===== config.mk =====
export PLATFORM = sky130hd
export DESIGN_NAME = crc_engine
export DESIGN_NICKNAME = d
export VERILOG_FILES = /design/src/rtl/crc_pkg.sv /design/src/rtl/crc_in_prep.sv /design/src/rtl/crc_step.sv /design/src/rtl/crc_out_fmt.sv /design/src/rtl/crc_engine.sv
export SDC_FILE = /design/constraint.sdc
export NUM_CORES = 1
export LEC_CHECK = 0
export BUFFER_PORTS_ARGS = -buffer_cell sky130_fd_sc_hd__buf_2
export CAP_MARGIN = 30
export CORE_MARGIN = 5
export CORE_UTILIZATION = 62
export CTS_BUF_LIST = sky130_fd_sc_hd__clkbuf_16
export DETAILED_ROUTE_END_ITERATION = 7
export PLACE_DENSITY = 0.95
export SLEW_MARGIN = 20
export SYNTH_ARGS = -nofsm -noshare
export SYNTH_HDL_FRONTEND = slang
export SYNTH_SLANG_ARGS = --single-unit

===== constraint.sdc =====
create_clock -name clk -period 4.6 [get_ports clk]
set_clock_uncertainty 0.15 [all_clocks]
set_input_delay 0 -clock clk [delete_from_list [all_inputs] [get_ports clk]]
set_output_delay 0 -clock clk [all_outputs]
set_load 0.03 [all_outputs]

===== src/rtl/crc_pkg.sv =====
package crc_pkg;

    localparam int BYTE_W     = 8;
    localparam int WORD_BYTES = 4;
    localparam int WORD_W     = BYTE_W * WORD_BYTES;
    localparam int HALF_W     = WORD_W / 2;
    localparam int CNT_W      = $clog2(WORD_BYTES);
    localparam int NB_W       = CNT_W + 1;
    localparam int MODE_W     = 8;

    localparam logic [HALF_W-1:0] POLY16_CCITT = 16'h1021;
    localparam logic [HALF_W-1:0] POLY16_IBM   = 16'h8005;
    localparam logic [WORD_W-1:0] POLY32_ENET  = 32'h04C11DB7;

    typedef enum logic [1:0] {
        POLY_CCITT = 2'd0,
        POLY_IBM16 = 2'd1,
        POLY_ENET  = 2'd2,
        POLY_ENET2 = 2'd3
    } poly_e;

    typedef enum logic [1:0] {
        SZ_BYTE  = 2'd0,
        SZ_HALF  = 2'd1,
        SZ_WORD  = 2'd2,
        SZ_WORD2 = 2'd3
    } size_e;

    typedef struct packed {
        logic  out_cmpl;
        logic  out_byterev;
        logic  out_bitrev;
        logic  in_cmpl;
        logic  in_byterev;
        logic  in_bitrev;
        poly_e poly;
    } mode_t;

    function automatic logic is_wide(input poly_e p);
        return p[1];
    endfunction

    function automatic logic [NB_W-1:0] bytes_of(input size_e s);
        case (s)
            SZ_BYTE: return NB_W'(1);
            SZ_HALF: return NB_W'(2);
            default: return NB_W'(WORD_BYTES);
        endcase
    endfunction

    function automatic logic [BYTE_W-1:0] rev_byte(input logic [BYTE_W-1:0] b);
        logic [BYTE_W-1:0] r;
        for (int i = 0; i < BYTE_W; i++) r[i] = b[BYTE_W-1-i];
        return r;
    endfunction

endpackage


===== src/rtl/crc_in_prep.sv =====
module crc_in_prep
    import crc_pkg::*;
(
    input  logic [WORD_W-1:0] data,
    input  size_e             size,
    input  mode_t             mode,
    output logic [WORD_W-1:0] lanes,
    output logic [NB_W-1:0]   nbytes
);
    logic [BYTE_W-1:0] tb [WORD_BYTES];

    assign nbytes = bytes_of(size);

    // complement and per-byte bit reversal, one lane per byte
    for (genvar g = 0; g < WORD_BYTES; g++) begin : g_lane
        logic [BYTE_W-1:0] raw;
        assign raw   = mode.in_cmpl ? ~data[g*BYTE_W +: BYTE_W] : data[g*BYTE_W +: BYTE_W];
        assign tb[g] = mode.in_bitrev ? rev_byte(raw) : raw;
    end

    // byte-order reversal inside the written size; lane 0 is folded first
    always_comb begin
        int n;
        n = int'(nbytes);
        lanes = '0;
        for (int i = 0; i < WORD_BYTES; i++) begin
            int src;
            src = (mode.in_byterev && i < n) ? (n - 1 - i) : i;
            lanes[i*BYTE_W +: BYTE_W] = tb[src];
        end
    end
endmodule


===== src/rtl/crc_step.sv =====
module crc_step
    import crc_pkg::*;
(
    input  logic [WORD_W-1:0] crc_in,
    input  logic [BYTE_W-1:0] din,
    input  poly_e             poly,
    output logic [WORD_W-1:0] crc_out
);
    logic [WORD_W-1:0] s32 [BYTE_W+1];
    logic [HALF_W-1:0] s16 [BYTE_W+1];
    logic [HALF_W-1:0] p16;

    assign p16    = (poly == POLY_IBM16) ? POLY16_IBM : POLY16_CCITT;
    assign s32[0] = crc_in ^ {din, {(WORD_W-BYTE_W){1'b0}}};
    assign s16[0] = crc_in[HALF_W-1:0] ^ {din, {(HALF_W-BYTE_W){1'b0}}};

    // eight unrolled shift stages per width
    for (genvar k = 0; k < BYTE_W; k++) begin : g_stage
        assign s32[k+1] = s32[k][WORD_W-1]
                        ? ({s32[k][WORD_W-2:0], 1'b0} ^ POLY32_ENET)
                        :  {s32[k][WORD_W-2:0], 1'b0};
        assign s16[k+1] = s16[k][HALF_W-1]
                        ? ({s16[k][HALF_W-2:0], 1'b0} ^ p16)
                        :  {s16[k][HALF_W-2:0], 1'b0};
    end

    assign crc_out = is_wide(poly) ? s32[BYTE_W] : {{HALF_W{1'b0}}, s16[BYTE_W]};
endmodule


===== src/rtl/crc_out_fmt.sv =====
module crc_out_fmt
    import crc_pkg::*;
(
    input  logic [WORD_W-1:0] crc,
    input  mode_t             mode,
    output logic [WORD_W-1:0] sum
);
    logic              wide;
    logic [WORD_W-1:0] rev32;
    logic [HALF_W-1:0] rev16;
    logic [WORD_W-1:0] base;
    logic [WORD_W-1:0] brev;
    logic [WORD_W-1:0] swp;
    logic [WORD_W-1:0] mask;

    assign wide = is_wide(mode.poly);
    assign mask = wide ? '1 : {{HALF_W{1'b0}}, {HALF_W{1'b1}}};

    for (genvar g = 0; g < WORD_W; g++) begin : g_r32
        assign rev32[g] = crc[WORD_W-1-g];
    end
    for (genvar g = 0; g < HALF_W; g++) begin : g_r16
        assign rev16[g] = crc[HALF_W-1-g];
    end

    assign base = crc & mask;
    assign brev = !mode.out_bitrev ? base
                : (wide ? rev32 : {{HALF_W{1'b0}}, rev16});

    always_comb begin
        swp = brev;
        if (mode.out_byterev) begin
            swp = '0;
            if (wide) begin
                for (int i = 0; i < WORD_BYTES; i++)
                    swp[i*BYTE_W +: BYTE_W] = brev[(WORD_BYTES-1-i)*BYTE_W +: BYTE_W];
            end else begin
                for (int i = 0; i < WORD_BYTES/2; i++)
                    swp[i*BYTE_W +: BYTE_W] = brev[(WORD_BYTES/2-1-i)*BYTE_W +: BYTE_W];
            end
        end
    end

    assign sum = mode.out_cmpl ? (swp ^ mask) : swp;
endmodule


===== src/rtl/crc_engine.sv =====
module crc_engine
    import crc_pkg::*;
(
    input  logic              clk,
    input  logic              rst,
    input  logic              mode_we,
    input  logic [MODE_W-1:0] mode_wdata,
    input  logic              seed_we,
    input  logic [WORD_W-1:0] seed_wdata,
    input  logic              din_valid,
    output logic              din_ready,
    input  logic [WORD_W-1:0] din_data,
    input  logic [1:0]        din_size,
    output logic              busy,
    output logic [WORD_W-1:0] sum_out
);
    mode_t                    mode_q;
    logic [WORD_W-1:0]        crc_q;
    logic [WORD_W-BYTE_W-1:0] pend_q;
    logic [CNT_W-1:0]         rem_q;

    logic [WORD_W-1:0] lanes;
    logic [NB_W-1:0]   nbytes;
    logic [BYTE_W-1:0] cur_byte;
    logic [WORD_W-1:0] crc_next;
    logic              accept;

    assign busy      = (rem_q != '0);
    assign din_ready = !busy && !seed_we && !mode_we;
    assign accept    = din_valid && din_ready;
    assign cur_byte  = busy ? pend_q[BYTE_W-1:0] : lanes[BYTE_W-1:0];

    crc_in_prep u_prep (
        .data   (din_data),
        .size   (size_e'(din_size)),
        .mode   (mode_q),
        .lanes  (lanes),
        .nbytes (nbytes)
    );

    crc_step u_step (
        .crc_in  (crc_q),
        .din     (cur_byte),
        .poly    (mode_q.poly),
        .crc_out (crc_next)
    );

    crc_out_fmt u_fmt (
        .crc  (crc_q),
        .mode (mode_q),
        .sum  (sum_out)
    );

    always_ff @(posedge clk) begin
        if (rst) begin
            mode_q <= '0;
            crc_q  <= '0;
            pend_q <= '0;
            rem_q  <= '0;
        end else begin
            if (mode_we && !busy)
                mode_q <= mode_t'(mode_wdata);
            if (seed_we) begin
                crc_q <= seed_wdata;
                rem_q <= '0;
            end else if (busy) begin
                crc_q  <= crc_next;
                pend_q <= pend_q >> BYTE_W;
                rem_q  <= rem_q - CNT_W'(1);
            end else if (accept) begin
                crc_q  <= crc_next;
                pend_q <= lanes[WORD_W-1:BYTE_W];
                rem_q  <= CNT_W'(nbytes - NB_W'(1));
            end
        end
    end
endmodule


==> qor.txt, run 1 <==
=================================================================================================
Post-route worst hold slack                                                             0.0782 ns
Post-detailed-placement cell area                                                      7570 sq um
Gate count of the mapped netlist                                                              867
Average instance area after synthesis                                                  8.09 sq um
Via count of the first global-routing pass                                                   6962
DIE AREA                                                                              13500 sq um
Proportion of layout cells with a drive suffix above 1                                      0.207
Cell-by-cell listing of the critical path                                            nor2_1 > nand3_1 > o22ai_1 > a211oi_4 > xnor2_4 > xnor2_2 > xnor3_1 > a22oi_1 > xor2_1 > a221oi_1
Cts hold-fix bufs                                                                              40
Data arrival at the endpoint of the critical path                                         4.08 ns
Setup Buffers After CTS                                                                         0
Worst reg-to-reg setup slack                                                              0.61 ns
Critical Setup Path Class                                                                 reg2reg
Port buffer count                                                                             112
Clock sink total                                                                               66
Number of design rule violations left after detail routing                                      3
Slew @ Worst Pin                                                                         0.948 ns
Clock input transition at the sequential cells of the worst setup and hold paths          0.06 ns
Highest achievable clock rate                                                             250 MHz
Number of search-and-repair iterations in the first detailed-routing pass                       8
Total setup violations reported at the end of the flow                                          0
Leakage power of the design                                                               3.11 nW
Vias after detailed routing                                                                  7467
Setup tns final                                                                              0 ns
Type of element launching the critical path                                             flip-flop
Detailed Route Iter0 Violations                                                              1346
Core Footprint                                                                        11000 sq um
Clock tree root buffer cell                                                          sky130_fd_sc_hd__clkbuf_16
Maxcap violations                                                                               0
Final clock period utilization by the worst path                                            0.868
Stage delay of the slowest cell on the critical path                                      0.63 ns
Site row count                                                                                 38
CTS HTree Levels                                                                                3
Minimum clock period after layout                                                         3.99 ns
Failing checks                                                                                DRC
FF+latch area                                                                          1330 sq um
Clock tree from TritonCTS                                                                    done
Routed wire length                                                                       23500 um
Class of the most critical hold timing path                                                in2reg
Post-Syn Area                                                                          7010 sq um
Die H                                                                                      116 um
Number of distinct library cell variants in the gate-level netlist after synthesis             62
Outcome                                                                              complete, but fails checks
Remaining global-route overflow                                                                 0
Antenna violation net count after detailed routing                                              0
Number of enable flip-flop cells after synthesis                                                0
Critical path fanouts, max                                                                     12
Cells taking the most area after synthesis                                           sky130_fd_sc_hd__dfxtp_1, sky130_fd_sc_hd__xnor2_1, sky130_fd_sc_hd__mux2i_1
Nets@finish                                                                                  1052
Via density                                                                                  6.69
Cell type contributing the most total cell area after synthesis                      sky130_fd_sc_hd__dfxtp_1
Post-synthesis register bit count                                                              66
Wire length per cell                                                                      21.0 um
Layout area overhead                                                                        17.4%
Cell at the slowest stage of the critical path                                       sky130_fd_sc_hd__nor2_1
Routability congestion estimate from global placement                                        1.00
Inserted Clock Buffers                                                                          9
Unrepaired setup endpoints after global routing                                                no
Async set-or-reset flop fraction in the synthesized netlist                                     0
Multi-input combinational cell area                                                    5320 sq um
Total count of max-transition violations in the final report                                    0
First-pass GRT wire length                                                               36100 um
Most used flip-flop cell after synthesis                                             sky130_fd_sc_hd__dfxtp_1
Total Power Consumption                                                                   3.15 mW
Critical path data required time                                                          4.68 ns
Width of the die                                                                           116 um
Sequential cell area fraction in the yosys report                                           0.188
Pwr dens                                                                              383 nW/um^2
Final instance area                                                                    8240 sq um
Total count of hold-check failures in the final report                                          0
Crit path capture type                                                                  flip-flop
Resized Gates After CTS                                                                         0
Worst-case vdd ir drop                                                                 0.000265 V
Starting density of the core                                                                0.639
Pin count of the biggest net entering global routing                                           60
I/O pins                                                                                      113
Syn_nets                                                                                      947
Headroom to the max-slew limit                                                              0.368
Global Route Usage Sum                                                                      0.341
Area share of the largest cell type after synthesis                                         0.188
Core occupancy in the finished layout                                                       0.750
Clock network latency to the later pin of the worst-skew pair                             0.34 ns
Buffers from clock root to sink, at most                                                        2
Initial antenna violation count                                                                 0
Number of filler instances in the final layout                                                749
Ys Warns                                                                                        0
DP Wirelength                                                                            15900 um
=================================================================================================
## where the power goes
part / switching (mW) / internal [mW]
clock network: 0.254 / 0.352
registers: 0.0875 / 0.613
logic: 1.02 / 0.824
total: 1.36 / 1.79
## sequential cells by signal (all words and copies together) (netlist names)
signal / cells
crc_q: 32
mode_q: 8
pend_q: 24
rem_q: 2
## cell usage after synthesis, types with 4 or more instances
master                     instances
sky130_fd_sc_hd__xnor2_1          96
sky130_fd_sc_hd__nand2_1          92
sky130_fd_sc_hd__nor2_1           89
sky130_fd_sc_hd__dfxtp_1          66
sky130_fd_sc_hd__clkbuf_1         58
sky130_fd_sc_hd__a21oi_1          49
sky130_fd_sc_hd__mux2i_1          48
sky130_fd_sc_hd__o21ai_0          47
sky130_fd_sc_hd__o22ai_1          33
sky130_fd_sc_hd__a22oi_1          31
sky130_fd_sc_hd__xor2_1           30
sky130_fd_sc_hd__a222oi_1         19
sky130_fd_sc_hd__mux2_2           16
sky130_fd_sc_hd__nor3_1           16
sky130_fd_sc_hd__a211oi_1         13
sky130_fd_sc_hd__o211ai_1         12
sky130_fd_sc_hd__a221oi_1         11
sky130_fd_sc_hd__inv_1            11
sky130_fd_sc_hd__xnor2_2          11
sky130_fd_sc_hd__a311oi_1         10
sky130_fd_sc_hd__buf_1             9
sky130_fd_sc_hd__o221ai_1          9
sky130_fd_sc_hd__xnor2_4           9
sky130_fd_sc_hd__xnor3_1           6
sky130_fd_sc_hd__buf_2             5
sky130_fd_sc_hd__xor2_2            5
sky130_fd_sc_hd__a211oi_4          4
sky130_fd_sc_hd__and2_1            4
sky130_fd_sc_hd__nand3_1           4
sky130_fd_sc_hd__o21ai_1           4
## final timing paths
| path | from | endpoint | depth (start not counted) |
|---|---|---|---|
| hold / removal | din_valid | pend_q[19]$_SDFFE_PP0P_ | 5 |
| setup / recovery | rem_q[0]$_SDFFE_PP0N_ | crc_q[12]$_SDFFE_PP0P_ | 10 |
| hold reg to reg | pend_q[20]$_SDFFE_PP0P_ | pend_q[12]$_SDFFE_PP0P_ | 2 |
| setup reg to reg | rem_q[0]$_SDFFE_PP0N_ | crc_q[12]$_SDFFE_PP0P_ | 10 |
## cells in the final DEF (no fill, tap or decap), drive strengths merged, types with 3 or more instances in the layout
cell,instances
a211oi,17
xnor2,116
a31oi,3
a221oi,11
and2,4
xnor3,6
dfxtp,66
mux2i,48
o221ai,9
o21a,3
a22oi,31
inv,12
mux2,16
o21ai,51
a311oi,10
nand2,92
clkinv,4
buf,131
nor3,17
nand3,4
o22ai,33
xor2,37
o211ai,12
a222oi,19
dlygate4sd3,40
a41oi,3
clkbuf,9
a21oi,51
nor2,90
## cell families after synthesis
| group | count (synthesis) | synth area share |
|---|---|---|
| compound gates | 266 | 0.268 |
| xor+xnor | 161 | 0.264 |
| fa+ha+maj | 1 | 0.00178 |
| buf+inv | 89 | 0.0546 |
| flops | 66 | 0.188 |
| mux | 64 | 0.0942 |
| simple gates | 220 | 0.129 |
## worst max-delay path, delay by kind of cell (launching register included)
family | cells | cell delay, ns
AO/OA/AOI/OAI | 4 | 1.01
XOR/XNOR | 4 | 1.31
AND/OR/NAND/NOR | 2 | 1.06
flip-flops | 1 | 0.35
## metrics by stage
stage	worst slack (ns)	std cells
finish	0.605	1116
global route	0.513	1115
CTS	0.833	1114
detailed placement	0.884	1060
global placement	0.928	1058
floorplan	1.51	867
## layer usage
layer  GRT usage  vias to the layer above  share of wire
li1            -                     3361              -
met1       0.439                     3493           0.38
met2       0.552                      506           0.47
met3      0.0710                      107           0.11
met4       0.148                        0          0.045
met5           0                        -              0
## final cells by class
cell class                 count  area share
clock buffer                   9      0.0273
inverter                      12     0.00547
tap                          140      0.0213
antenna                        1    0.000304
timing repair buffer         171       0.136
sequential                    66       0.161
clock inverter                 5     0.00304
multi-input combinational    712       0.646
No activity file was read; power rests on OpenSTA's default activity.
==> run 2: changes to the inputs <==
CTS_BUF_LIST = sky130_fd_sc_hd__clkbuf_8   (was sky130_fd_sc_hd__clkbuf_16)
RECOVER_POWER = 25   (was not set)
==> run 2 against run 1 <==
Compared with the run above:
- the run ends with capacitance limit, slew limit left
- critical path depth grew 1
- register-to-register slack gained 0.097 ns
- worst hold slack lost 0.047 ns
- global-route usage shrank 0.24 points
- die area is the same
- fmax grew 2.5%
- final cell count is the same
- critical endpoint is now crc_q[13]$_SDFFE_PP0P_
- via count grew 0.23%
- routed wire length shrank 1.3%
- sequential power is essentially flat
- highest routed layer unchanged
- clock-buffer cell count grew 1
- cell area shrank 1.4%
==> qor.txt, run 2 (same netlist as run 1, synthesis figures left out) <==
===============================================================================================
Outcome                                                                            complete, but fails checks
Failing checks                                                                     capacitance limit, slew limit
Core Footprint                                                                      11000 sq um   unchanged
Remaining global-route overflow                                                               0   unchanged
Register bank with the most flops                                                         crc_q
Die H                                                                                    116 um   unchanged
Layout area overhead                                                                      15.8%
Buffers from clock root to sink, at most                                                      2   unchanged
DP Wirelength                                                                          15900 um   unchanged
Nets@finish                                                                                1051   -0.095%
Slew @ Worst Pin                                                                        1.78 ns   +0.830 ns
Number of search-and-repair iterations in the first detailed-routing pass                     7   -1
Clock tree from TritonCTS                                                                  done
Antenna violation net count after detailed routing                                            0   unchanged
Number of flip-flops under the largest register name                                         32   unchanged
Clock input transition at the sequential cells of the worst setup and hold paths        0.07 ns   about the same
Width of the die                                                                         116 um   unchanged
I/O pins                                                                                    113   unchanged
Critical path fanouts, max                                                                   17   +5
Most frequent standard cell in the layout excluding fill and tap cells             sky130_fd_sc_hd__buf_2
Starting density of the core                                                              0.639   unchanged
Clock tree root buffer cell                                                        sky130_fd_sc_hd__clkbuf_8
Post-detailed-placement cell area                                                    7570 sq um   unchanged
Critical path data required time                                                        4.72 ns   +0.04 ns
Setup Buffers After CTS                                                                       0   unchanged
FF+latch area                                                                        1330 sq um   about the same
Port buffer count                                                                           112   unchanged
Maxcap violations                                                                             1   +1
Final instance area                                                                  8120 sq um   -1.4%
Commonest cells after routing, fill and taps aside                                 sky130_fd_sc_hd__buf_2, sky130_fd_sc_hd__xnor2_1, sky130_fd_sc_hd__nand2_1
Number of filler instances in the final layout                                              783   +4.5%
Leakage power of the design                                                             3.01 nW   -3.2%
CTS HTree Levels                                                                              3   unchanged
Site row count                                                                               38   unchanged
Vias after detailed routing                                                                7484   +0.23%
Total setup violations reported at the end of the flow                                        0   unchanged
Resized Gates After CTS                                                                       0   unchanged
Inserted Clock Buffers                                                                        9   unchanged
Total count of hold-check failures in the final report                                        0   unchanged
Initial antenna violation count                                                               1   +1
First-pass GRT wire length                                                             35800 um   -0.71%
Crit path capture type                                                                flip-flop
Pin count of the biggest net entering global routing                                         60   unchanged
Post-route worst hold slack                                                           0.0311 ns   -0.0471 ns
Type of element launching the critical path                                           flip-flop
Proportion of layout cells with a drive suffix above 1                                    0.193   -0.0142
Headroom to the max-slew limit                                                           -0.187   -0.555
Number of design rule violations left after detail routing                                    0   -3
Final Instance Count excl. Fillers                                                         1116   unchanged
Wire length per cell                                                                    20.7 um   -1.3%
Cts hold-fix bufs                                                                            39   -2.5%
Via density                                                                                6.71   +0.23%
Unrepaired setup endpoints after global routing                                              no
Clock sink total                                                                             66   unchanged
Class of the most critical hold timing path                                              in2reg
Minimum clock period after layout                                                       3.90 ns   -0.0971 ns
Data arrival at the endpoint of the critical path                                       4.02 ns   -0.06 ns
Post-Place Cells                                                                           1060   unchanged
Dpl ws                                                                                 0.884 ns   unchanged
Registers with the most flip-flops                                                 crc_q: 32 flops, pend_q: 24 flops, mode_q: 8 flops
Via count of the first global-routing pass                                                 6993   +0.45%
Final clock period utilization by the worst path                                          0.847   -0.0211
Setup tns final                                                                            0 ns   unchanged
Worst-case vdd ir drop                                                               0.000237 V   -10%
Post-route worst setup slack                                                           0.703 ns   +0.0971 ns
Routed wire length                                                                     23200 um   -1.3%
Critical Setup Path Class                                                               reg2reg
Pwr dens                                                                            367 nW/um^2   -4.2%
Clock network latency to the later pin of the worst-skew pair                           0.37 ns   +0.03 ns
Total count of max-transition violations in the final report                                 49   +49
Multi-input combinational cell area                                                  5320 sq um   unchanged
DIE AREA                                                                            13500 sq um   unchanged
Highest achievable clock rate                                                           257 MHz   +2.5%
Routability congestion estimate from global placement                                      1.00   unchanged
Global Route Usage Sum                                                                    0.338   -0.00242
Detailed Route Iter0 Violations                                                            1360   +1.0%
===============================================================================================
## run 2: path summary, 6_finish.rpt
| path | start | end | slack (ns) | cells after the start |
|---|---|---|---|---|
| worst max register to register | mode_q[2]$_SDFFE_PP0P_ | crc_q[13]$_SDFFE_PP0P_ | 0.70 | 11 |
| worst max-delay path | mode_q[2]$_SDFFE_PP0P_ | crc_q[13]$_SDFFE_PP0P_ | 0.70 | 11 |
| worst min register to register | pend_q[20]$_SDFFE_PP0P_ | pend_q[12]$_SDFFE_PP0P_ | 0.32 | 2 |
| worst min-delay path | din_size[0] | rem_q[0]$_SDFFE_PP0N_ | 0.03 | 4 |
## run 2: final cells by class
type	instances	area share
multi-input cells	712	0.655
flip-flops and latches	66	0.163
repair buffers	170	0.134
well taps	140	0.0216
clock buffers	10	0.0170
inverters	12	0.00555
clock inverters	4	0.00262
diodes	2	0.000616
## run 2: layer usage
metal  vias to the layer above  share of wire  track usage
met5                         -              0            0
met4                         0          0.044        0.172
met3                        99           0.11       0.0658
met2                       521           0.47        0.547
met1                      3506           0.37        0.429
li1                       3358              -            -
## run 2: worst max-delay path, cell delays in order (launching register included)
cell and delay (ns):
sky130_fd_sc_hd__dfxtp_2 0.63, sky130_fd_sc_hd__buf_4 0.36, sky130_fd_sc_hd__mux2i_1 0.31, sky130_fd_sc_hd__xnor2_2 0.18, sky130_fd_sc_hd__mux2i_1 0.16, sky130_fd_sc_hd__a21oi_4 0.29
sky130_fd_sc_hd__xor2_4 0.19, sky130_fd_sc_hd__xnor2_2 0.50, sky130_fd_sc_hd__xnor3_1 0.46, sky130_fd_sc_hd__a21oi_1 0.21, sky130_fd_sc_hd__xor2_1 0.10, sky130_fd_sc_hd__a221oi_1 0.24
## run 2: where the power goes
part	total (mW)	internal, mW	switching [mW]
Combinational	1.84	0.820	1.02
Clock	0.434	0.200	0.234
Sequential	0.699	0.612	0.0877
## run 2: through the flow
step / utilization / power, mW
2_1_floorplan: - / 2.09
3_3_place_gp: 0.687 / 2.42
3_5_place_dp: 0.689 / 2.45
4_1_cts: 0.739 / 2.92
5_1_grt: 0.739 / 3.11
6_report: 0.739 / 2.98
